<file path="src/rtl/attr_bank_pkg.sv">
package attr_bank_pkg;
  localparam int unsigned IDX_W = 6;
  localparam int unsigned DW    = 64;
  localparam logic [IDX_W-1:0] IDX_PROBE = '1;

  // writable bits: valid flag, attribute bits, bound field from (PA mask >> 4) above bit 11
  function automatic logic [DW-1:0] wr_mask(input int unsigned pa_w);
    logic [DW-1:0] m;
    for (int b = 0; b < DW; b++) begin
      m[b] = (b >= 12) && ((b + 4) < pa_w);
    end
    m[DW-1] = 1'b1;
    m[1:0]  = 2'b11;
    return m;
  endfunction
endpackage

</file>
<file path="src/rtl/attr_bank_index.sv">
module attr_bank_index
  import attr_bank_pkg::*;
#(
  parameter int unsigned NUM_ENTRIES = 16
) (
  input  logic             clk_i,
  input  logic             rst_ni,
  input  logic             we_i,
  input  logic [IDX_W-1:0] field_i,
  output logic [IDX_W-1:0] idx_o
);
  localparam logic [IDX_W-1:0] MAX_IDX = IDX_W'(NUM_ENTRIES - 1);

  logic [IDX_W-1:0] idx_q, idx_d;

  always_comb begin
    idx_d = idx_q;
    if (we_i) begin
      if (field_i == IDX_PROBE)             idx_d = MAX_IDX;
      else if (32'(field_i) < NUM_ENTRIES)  idx_d = field_i;
    end
  end

  always_ff @(posedge clk_i or negedge rst_ni) begin
    if (!rst_ni) idx_q <= '0;
    else         idx_q <= idx_d;
  end

  assign idx_o = idx_q;
endmodule

</file>
<file path="src/rtl/attr_bank_store.sv">
module attr_bank_store
  import attr_bank_pkg::*;
#(
  parameter int unsigned   NUM_ENTRIES = 16,
  parameter logic [DW-1:0] MASK        = '1
) (
  input  logic             clk_i,
  input  logic             rst_ni,
  input  logic             wr_lo_i,
  input  logic             wr_hi_i,
  input  logic [31:0]      wdata_i,
  input  logic [IDX_W-1:0] idx_i,
  output logic [DW-1:0]    entry_o
);
  logic [DW-1:0] ent_q [NUM_ENTRIES];

  for (genvar e = 0; e < NUM_ENTRIES; e++) begin : g_ent
    logic sel;
    assign sel = (idx_i == IDX_W'(e));
    always_ff @(posedge clk_i or negedge rst_ni) begin
      if (!rst_ni) begin
        ent_q[e] <= '0;
      end else if (sel && wr_lo_i) begin
        ent_q[e] <= {32'h0, wdata_i} & MASK;
      end else if (sel && wr_hi_i) begin
        ent_q[e] <= {wdata_i & MASK[63:32], ent_q[e][31:0]};
      end
    end
  end

  always_comb begin
    entry_o = '0;
    for (int e = 0; e < NUM_ENTRIES; e++) begin
      if (idx_i == IDX_W'(e)) entry_o = ent_q[e];
    end
  end
endmodule

</file>
<file path="src/rtl/attr_bank_rdfmt.sv">
module attr_bank_rdfmt
  import attr_bank_pkg::*;
(
  input  logic [DW-1:0] entry_i,
  output logic [DW-1:0] lo_o,
  output logic [31:0]   hi_o,
  output logic [DW-1:0] full_o
);
  assign lo_o   = {{32{entry_i[31]}}, entry_i[31:0]};
  assign hi_o   = entry_i[63:32];
  assign full_o = entry_i;
endmodule

</file>
<file path="src/rtl/attr_bank.sv">
module attr_bank
  import attr_bank_pkg::*;
#(
  parameter int unsigned NUM_ENTRIES = 16,
  parameter int unsigned PA_WIDTH    = 36
) (
  input  logic        clk_i,
  input  logic        rst_ni,
  input  logic        wr_lo_i,
  input  logic        wr_hi_i,
  input  logic        wr_idx_i,
  input  logic [31:0] wdata_i,
  output logic [63:0] rd_lo_o,
  output logic [31:0] rd_hi_o,
  output logic [63:0] rd_full_o,
  output logic [31:0] idx_o
);
  localparam logic [DW-1:0] MASK = wr_mask(PA_WIDTH);

  logic [IDX_W-1:0] idx;
  logic [DW-1:0]    entry;

  attr_bank_index #(.NUM_ENTRIES(NUM_ENTRIES)) u_index (
    .clk_i   (clk_i),
    .rst_ni  (rst_ni),
    .we_i    (wr_idx_i),
    .field_i (wdata_i[IDX_W-1:0]),
    .idx_o   (idx)
  );

  attr_bank_store #(.NUM_ENTRIES(NUM_ENTRIES), .MASK(MASK)) u_store (
    .clk_i   (clk_i),
    .rst_ni  (rst_ni),
    .wr_lo_i (wr_lo_i),
    .wr_hi_i (wr_hi_i),
    .wdata_i (wdata_i),
    .idx_i   (idx),
    .entry_o (entry)
  );

  attr_bank_rdfmt u_rdfmt (
    .entry_i (entry),
    .lo_o    (rd_lo_o),
    .hi_o    (rd_hi_o),
    .full_o  (rd_full_o)
  );

  assign idx_o = 32'(idx);
endmodule

</file>
<file path="config.mk">
export PLATFORM = sky130hd
export DESIGN_NAME = attr_bank
export DESIGN_NICKNAME = d
export VERILOG_FILES = /design/src/rtl/attr_bank_pkg.sv /design/src/rtl/attr_bank_index.sv /design/src/rtl/attr_bank_store.sv /design/src/rtl/attr_bank_rdfmt.sv /design/src/rtl/attr_bank.sv
export SDC_FILE = /design/constraint.sdc
export NUM_CORES = 1
export LEC_CHECK = 0
export ABC_AREA = 1
export BUFFER_PORTS_ARGS = -buffer_cell sky130_fd_sc_hd__buf_2
export CAP_MARGIN = 40
export CORE_UTILIZATION = 43
export DETAILED_ROUTE_END_ITERATION = 10
export GPL_ROUTABILITY_DRIVEN = 0
export HOLD_SLACK_MARGIN = 0.12
export SKIP_LAST_GASP = 1
export SLEW_MARGIN = 30
export SYNTH_ARGS = -nofsm -noshare
export SYNTH_HDL_FRONTEND = slang
export SYNTH_SLANG_ARGS = --single-unit
</file>
<file path="constraint.sdc">
create_clock -name clk_i -period 3.2 [get_ports clk_i]
set_input_delay 0.32 -clock clk_i [delete_from_list [all_inputs] [get_ports clk_i]]
set_output_delay 0.32 -clock clk_i [all_outputs]
set_load 0.05 [all_outputs]
</file>
-- Word-level counts from Yosys, hierarchy flattened
Index checks and enable logic that the tools add are counted.
- flip-flop bits (word level): 1030
- bits of input ports: 37
- logic and storage cells: 151
- order comparisons: 1
- equal/unequal tests: 16
- multiplexer cells: 50
- reductions and logical operators: 51
- operators with widths (cell ; number):
    2-to-1 mux 64 bit ; 48
    == test 6 x 4 -> 1 bit (second input constant) ; 8
    nonzero test 2 bit ; 17
    logical AND 1 bit ; 32
    == test 6 x 3 -> 1 bit (second input constant) ; 4
    == test 6 x 2 -> 1 bit (second input constant) ; 2
    2-to-1 mux 6 bit ; 2
    == test 6 x 1 -> 1 bit (second input constant) ; 1
    == test 6 bit (second input constant) ; 1
    zero test 6 bit ; 1
    less-than comparator 6 x 5 -> 1 bit (second input constant) ; 1
    AND reduction 2 bit ; 1

-- Depth between registers and ports, before layout
Gate-level depths: netlist of the first run.
- depth in word-level cells: 17
- mapped depth: 16
- gate-level depth less buffers: 14

-- By module
A second synthesis of the first run with hierarchy kept.
- cells, all modules: 2254
- area, all modules: 18308.8 sq um
- modules (own cells, without submodules) (module ; times used ; cells each ; area an instance (sq um) ; seq. area each (sq um)):
    attr_bank_store ; 1 ; 2038 ; 16639.7 ; 9208.8
    attr_bank_rdfmt ; 1 ; 160 ; 1201.2 ; 0.0
    attr_bank_index ; 1 ; 29 ; 269.0 ; 150.1
    attr_bank ; 1 ; 27 ; 198.9 ; 0.0

-- Worst setup path before layout of the first run
No wires, ideal clock.
- path kind: reg2out
- start point: register u_index.idx_q[5] (netlist: u_index.idx_o[5])
- end point: output rd_lo_o[31]
- arrival time: 3.579 ns
- data required time: 2.880 ns
- path slack: -0.699 ns
- stages on the path, launching flop included: 13
- buffers on the path: 3
- cell sequence: dfrtp_1 nor2_1 buf_4 nand4_1 buf_2 nor2_1 nor3_1 nand4_1 nand2_1 nand4_1 nor2_1 nand4_1 buf_4
- longest elaborated chain between the ends: 17
- elaborated cells on any way between the ends: 32
- classes of those cells: 15 x eq/ne; 16 x mux; 1 x reduce/logical
- RTL lines (item ; RTL line ; source):
    start, declared ; attr_bank_index.sv:14 ; logic [IDX_W-1:0] idx_q, idx_d;
    start signal, assigned ; attr_bank_index.sv:26 ; else idx_q <= idx_d;
    zero test 6 bit ; attr_bank_store.sv:34 ; if (idx_i == IDX_W'(e)) entry_o = ent_q[e];
    2-to-1 mux 64 bit (15 in a row) ; attr_bank_store.sv:34 ;
    2-to-1 mux 64 bit * ; attr_bank_store.sv:34 ;
    end, declared ; attr_bank.sv:13 ; output logic [63:0] rd_lo_o,
Mark *: on every way between the ends. The rest lies on a longest branch, timed or not.

-- Worst setup path in the final report of the first run
- start point: register u_index.idx_q[4] (netlist: u_index.idx_o[4])
- end point: output rd_lo_o[42]
Same word-level chain as after synthesis.

==> results of run 1 <==
## power groups by stage
stage	sequential, mW	combinational [mW]	clock [mW]
after floorplan	7.64	5.85	0
after global routing	8.05	8.66	5.18
final	7.83	7.91	4.92
after global placement	7.78	6.65	0
after CTS	7.79	7.18	5.01
after detailed placement	7.86	6.78	0
## registers in the layout, summed over array words and instances, names as in the netlist
signal / count
u_index.idx_o: 6
u_store.ent_q: 368
## synthesized netlist by cell type
master and instances:
nand2_1 672, dfrtp_1 374, o21ai_0 331, buf_4 172
inv_1 122, nor2_1 100, clkbuf_1 90, nand4_1 89
nand3_1 52, buf_2 30, a21oi_1 29, o21ai_1 28
or2_2 20, or2_0 15, nor3_1 10, inv_2 9
mux2i_1 9, nor2_4 7, nor2_2 6, nand2_2 3
nand3_2 3, buf_6 2, a311oi_1 1, a31oi_1 1
a32oi_1 1, clkbuf_2 1, conb_1 1, mux2_2 1
nand2_4 1, o32ai_1 1
## worst max-delay path by stage
stage | end | slack [ns] | depth (start not counted)
2_1_floorplan | rd_lo_o[31] | -0.44 | 13
3_3_place_gp | rd_lo_o[30] | 0.26 | 10
3_5_place_dp | rd_full_o[30] | 0.22 | 10
4_1_cts | rd_lo_o[58] | -0.04 | 15
5_1_grt | rd_lo_o[18] | -0.22 | 15
6_report | rd_lo_o[42] | -0.09 | 15
## worst max-delay path, delay by kind of cell (launching register included)
kind | cells | cell delay, ns
flops | 1 | 0.43
buf+inv | 6 | 0.95
simple gates | 9 | 1.01
## cells by family after synthesis
group           Yosys count
simple gates            978
other cells               1
buf+inv                 426
compound gates          392
flops                   374
mux                      10
## metrics by stage
stage          instances  cell area, µm²
2_1_floorplan       2288           18400
3_3_place_gp        2693           18300
3_5_place_dp        2693           18300
4_1_cts             2792           20200
5_1_grt             2806           20800
6_report            2806           20800
## metal layers
layer | vias to the layer above | wire length (µm)
met3 | 45 | 2230
met5 | - | 0
met2 | 411 | 22600
met1 | 6848 | 21700
li1 | 6872 | -
met4 | 0 | 826
## area by class of cell
cell class / instances / area (µm²) / share of cell area [%]
sequential: 374 / 9370 / 45.0
timing repair buffer: 205 / 1960 / 9.41
multi-input combinational: 1488 / 6910 / 33.2
inverter: 131 / 504 / 2.42
tap: 532 / 666 / 3.20
clock inverter: 10 / 106 / 0.511
clock buffer: 66 / 1320 / 6.31
## repair_timing
item | 4_1_cts | 5_1_grt
pin swaps | 11 | 21
endpoints found under the hold margin | 81 | 0
endpoints found under the setup margin | 78 | 78
resized for setup | 81 | 159
cloned | 0 | 4
hold buffers | 5 | 0
buffers inserted | 20 | 10
==> results.py, run 1 <==
metrics = {
    "sta": {
        "finClkSkew_ns": 0.0145,
        "fin_ws_ns": -0.0920,
        "rsz0062_at_grt": "true",
        "worstMarginPinSlew_ns": 0.783,
        "finalSetupTns_ns": -3.04,
        "hold_ws_ns": 0.171,
        "period_needed_ns": 3.29,
        "max_freq_ghz": 0.304,
        "relSlewSlack_pct": 47.6,
        "finalHoldViolations": 0,
        "slew_violations": 0,
        "fin_crit_sh_pct": 103,
        "setup_viol": 52,
    },
    "power_and_ir_drop": {
        "switchingPower_mw": 8.25,
        "swShare_pct": 39.9,
        "cellPowerDensity_mw_per_mm2": 992,
        "power_mw": 20.7,
        "p_int_mw": 12.4,
        "vdd_drop_max_v": 0.000677,
        "p_comb_share_pct": 38.3,
        "p_leak_nw": 10.1,
        "seqPwrFrac_pct": 37.9,
        "clkPwrFrac_pct": 23.8,
    },
    "global_route": {
        "grt.overflow.total": 0,
        "gr-usage-met1_pct": 31.6,
        "antenna_found_initial": 0,
        "grt_pass1_wl_mm": 73.2,
        "grt_max_degree": 85,
        "busiest_layer": "met2",
        "grtUsageTotal_pct": 22.1,
        "use_met2_pct": 35.7,
        "grt_pass1_vias": 12900,
        "use_met3_pct": 2.22,
    },
    "flow_run": {
        "cap_viol_max_count": 0,
    },
    "route": {
        "first_pass_iters": 6,
        "ant_nets": 0,
        "route.detailed.drc": 0,
        "wire_per_inst_um": 16.9,
        "first_iter_violations": 1099,
        "vias": 14200,
        "wl_mm": 47.3,
        "via_per_inst": 5.05,
    },
    "critical_path": {
        "r2r_end": "u_store.ent_q[348]$_DFFE_PN0P_",
        "end_kind": "primary output",
        "r2r-start": "u_index.idx_o[4]$_DFFE_PN0P_",
        "crit_path_cell_trace": "nor2_4 > buf_6 > buf_6 > nand2_8 > nor2_4 > buf_12 > nand2_1 > nand4_1 > nand2_1 > nand4_1 > nor2_2 > nand4_1 > buf_6 > buf_12 > buf_4",
        "crit_arrival_ns": 2.97,
        "worstPathMaxFanout": 17,
        "critical_path_class": "flip-flop to primary output",
        "critPathLaunch": "u_index.idx_o[4]$_DFFE_PN0P_",
        "critPathLaunchType": "flip-flop",
        "max_stage_delay_ns": 0.43,
        "cpMaxStageDelayCell": "dfrtp_2",
        "required_ns": 2.88,
        "r2r_setup_slack_ns": 0.64,
        "reg2reg_depth": 11,
    },
    "worst_hold_path": {
        "hold_path_end": "u_index.idx_o[1]$_DFFE_PN0P_",
        "hold_path_class": "input port to flip-flop",
        "holdCritStartpoint": "wdata_i[4]",
        "holdPathStages": 4,
    },
    "placement": {
        "hpwl_mm": 30.7,
        "port-buffer-count": 114,
        "preCtsSetupSlack_ns": 0.217,
    },
    "clocking": {
        "clkTransAtPathRegs_ns": 0.06,
        "htreeDepth": 2,
        "cts_root_buf": "clkbuf_16",
        "cts_tree": "done",
        "clk_latency_ns": 0.56,
        "cts.sinks": 374,
        "cts_buffer_depth": 3,
        "numCtsBuffers": 42,
    },
    "status": {
        "run_status": "finished, violations left",
        "violations": "setup timing",
    },
    "synthesis": {
        "synth_compound_area_share_pct": 11.0,
        "synth_top_cell_by_area": "dfrtp_1",
        "ys_ff_latch": 374,
        "synth.top_cells.by_area": "dfrtp_1 52%, nand2_1 14%, o21ai_0 9.3%, buf_4 7.2%, nand4_1 3.1%",
        "netlist_area_mm2": 0.0179,
        "synth-xor-area-share_pct": 0,
        "yosysWarnings": 0,
        "synthMuxAreaShare_pct": 0.566,
        "synth_top_family_by_area": "simple AND/OR/NAND/NOR gates",
        "seq_area_frac_synth_pct": 52.3,
        "synth_area_per_cell_um2": 8.21,
        "yosys.area_share.adder_pct": 0,
        "synthCells": 2181,
        "synth-simple-area-share_pct": 23.2,
        "yosysTopAreaCellShare_pct": 52.3,
        "yosysUniqueCellTypes": 30,
    },
    "floorplan": {
        "die_height_um": 206,
        "die_x_um": 206,
        "design.die.area_mm2": 0.0424,
        "start_util_pct": 43.7,
        "coreArea_mm2": 0.0409,
        "ioPinCount": 229,
        "num_rows": 74,
    },
    "final_layout": {
        "antenna_cells": 0,
        "final_cell_mix": "654 x nand2_1, 368 x dfrtp_1, 331 x o21ai_0, 120 x inv_1, 108 x conb_1",
        "nNetsFinal": 2279,
        "area_delta_synth_final_pct": 16.4,
        "final_core_util_pct": 50.9,
        "final_layout_size_suffix_gt1_share_pct": 16.5,
        "final_common_cell": "nand2_1",
        "fillers": 3830,
    },
}
Power figures use the tool's default switching activity.
==> inputs of run 2 (changes only) <==
RECOVER_POWER = 50   (was unset)
SETUP_SLACK_MARGIN = 0.3   (was unset)
==> results.py, run 2 (synthesis gave the netlist of run 1 again) <==
metrics = {
    "placement": {
        "placed_area_mm2": 0.0183,
        "hpwl_mm": 30.7,
        "preCtsSetupSlack_ns": 0.217,
        "port-buffer-count": 114,
        "dp_cells": 2693,
    },
    "final_layout": {
        "design_area_mm2": 0.0209,
        "final_cell_mix": "648 x nand2_1, 368 x dfrtp_1, 331 x o21ai_0, 119 x inv_1, 108 x conb_1",
        "antenna_cells": 0,
        "largest-register": "u_store.ent_q",
        "instances_no_fill": 2809,
        "final_layout_size_suffix_gt1_share_pct": 16.9,
        "nNetsFinal": 2282,
        "final_core_util_pct": 51.0,
        "largest_register_ffs": 368,
        "final_common_cell": "nand2_1",
        "area_delta_synth_final_pct": 16.6,
    },
    "power_and_ir_drop": {
        "switchingPower_mw": 8.28,
        "p_leak_nw": 10.1,
        "p_comb_share_pct": 38.6,
        "swShare_pct": 39.9,
        "p_int_mw": 12.5,
        "seqPwrFrac_pct": 37.7,
        "cellPowerDensity_mw_per_mm2": 994,
        "vdd_drop_max_v": 0.000698,
        "clkPwrFrac_pct": 23.7,
        "power_mw": 20.8,
    },
    "global_route": {
        "grt_pass1_vias": 12900,
        "grt_max_degree": 85,
        "grt_pass1_wl_mm": 73.0,
        "antenna_found_initial": 0,
        "grt.overflow.total": 0,
        "grtUsageTotal_pct": 22.1,
    },
    "critical_path": {
        "worstPathMaxFanout": 17,
        "required_ns": 2.88,
        "critPathLaunchType": "flip-flop",
        "crit_buf_inv": 6,
        "cp_top_family": "simple AND/OR/NAND/NOR gates",
        "crit_path_cell_trace": "nor2_4 > buf_6 > buf_6 > nand2_8 > nor2_4 > buf_12 > nand2_1 > nand4_1 > nand2_1 > nand4_1 > nor2_2 > nand4_1 > buf_6 > buf_12 > buf_4",
        "cpMaxStageDelayCell": "dfrtp_2",
        "crit_arrival_ns": 2.96,
        "critical_path_class": "flip-flop to primary output",
        "max_stage_delay_ns": 0.43,
        "end_kind": "primary output",
    },
    "floorplan": {
        "coreArea_mm2": 0.0409,
        "num_rows": 74,
        "die_height_um": 206,
        "die_x_um": 206,
        "ioPinCount": 229,
        "design.die.area_mm2": 0.0424,
        "start_util_pct": 43.7,
    },
    "sta": {
        "fin_ws_ns": -0.0784,
        "finalHoldViolations": 0,
        "setup_viol": 51,
        "finalSetupTns_ns": -2.08,
        "finClkSkew_ns": 0.0131,
        "relSlewSlack_pct": -49.2,
        "worstMarginPinSlew_ns": 2.24,
        "period_needed_ns": 3.28,
        "max_freq_ghz": 0.305,
        "rsz0062_at_grt": "true",
        "hold_ws_ns": 0.167,
        "fin_crit_sh_pct": 102,
        "slew_violations": 84,
    },
    "route": {
        "ant_nets": 0,
        "wl_mm": 47.3,
        "vias": 14200,
        "first_iter_violations": 1221,
        "wire_per_inst_um": 16.8,
        "via_per_inst": 5.05,
        "first_pass_iters": 5,
        "route.detailed.drc": 0,
    },
    "clocking": {
        "clkTransAtPathRegs_ns": 0.06,
        "cts_tree": "done",
        "numCtsBuffers": 42,
        "cts.sinks": 374,
        "clk_latency_ns": 0.55,
        "cts_buffer_depth": 3,
        "cts_root_buf": "clkbuf_16",
        "htreeDepth": 2,
    },
    "status": {
        "violations": "capacitance limit, slew limit, setup timing",
        "run_status": "finished, violations left",
    },
    "flow_run": {
        "cap_viol_max_count": 1,
    },
    "worst_hold_path": {
        "hold_path_class": "input port to flip-flop",
    },
}
## run 2: area by class of cell
class | count | area (µm²)
fill | 3820 | 20100
multi-input combinational | 1488 | 6940
timing repair buffer | 208 | 1970
inverter | 131 | 503
clock inverter | 10 | 106
clock buffer | 66 | 1320
tap | 532 | 666
sequential | 374 | 9370
## run 2: worst paths after layout
path,cells after the start,slack [ns],end,from
max,15,-0.08,rd_lo_o[33],u_index.idx_o[4]$_DFFE_PN0P_
min,4,0.17,u_index.idx_o[1]$_DFFE_PN0P_,wdata_i[4]
max reg2reg,11,0.67,u_store.ent_q[347]$_DFFE_PN0P_,u_index.idx_o[4]$_DFFE_PN0P_
min reg2reg,2,0.48,u_store.ent_q[524]$_DFFE_PN0P_,u_store.ent_q[524]$_DFFE_PN0P_
max in group asynchronous,3,0.46,u_index.idx_o[0]$_DFFE_PN0P_,rst_ni
min in group asynchronous,2,0.95,u_store.ent_q[985]$_DFFE_PN0P_,rst_ni
## run 2: metal layers
metal / GRT usage (%) / vias up / wire length, µm
met2: 35.8 / 414 / 22400
met3: 2.25 / 53 / 2400
met1: 31.4 / 6842 / 21600
li1: - / 6873 / -
met4: 6.36 / 0 / 897
met5: 0 / - / 0
## run 2: power groups by stage
stage          Combinational [mW]  Clock (mW)  Sequential [mW]
4_1_cts                      7.33        5.01             7.80
5_1_grt                      8.77        5.19             8.06
3_5_place_dp                 6.78           0             7.86
2_1_floorplan                5.85           0             7.64
6_report                     8.01        4.91             7.83
3_3_place_gp                 6.65           0             7.78
## run 2: what timing repair did
action                                  CTS  global route
gates cloned                              0             4
hold buffers                              5             0
resized for setup                       118           131
setup buffers                            20            11
pin swaps                                 7            32
endpoints found under the setup margin   78            78
endpoints found under the hold margin    81             0
## run 2: tightest hold or removal path: stages
cell and delay, ns:
buf_2 0.09, o32ai_1 0.06, nand2_1 0.13, o21ai_0 0.09
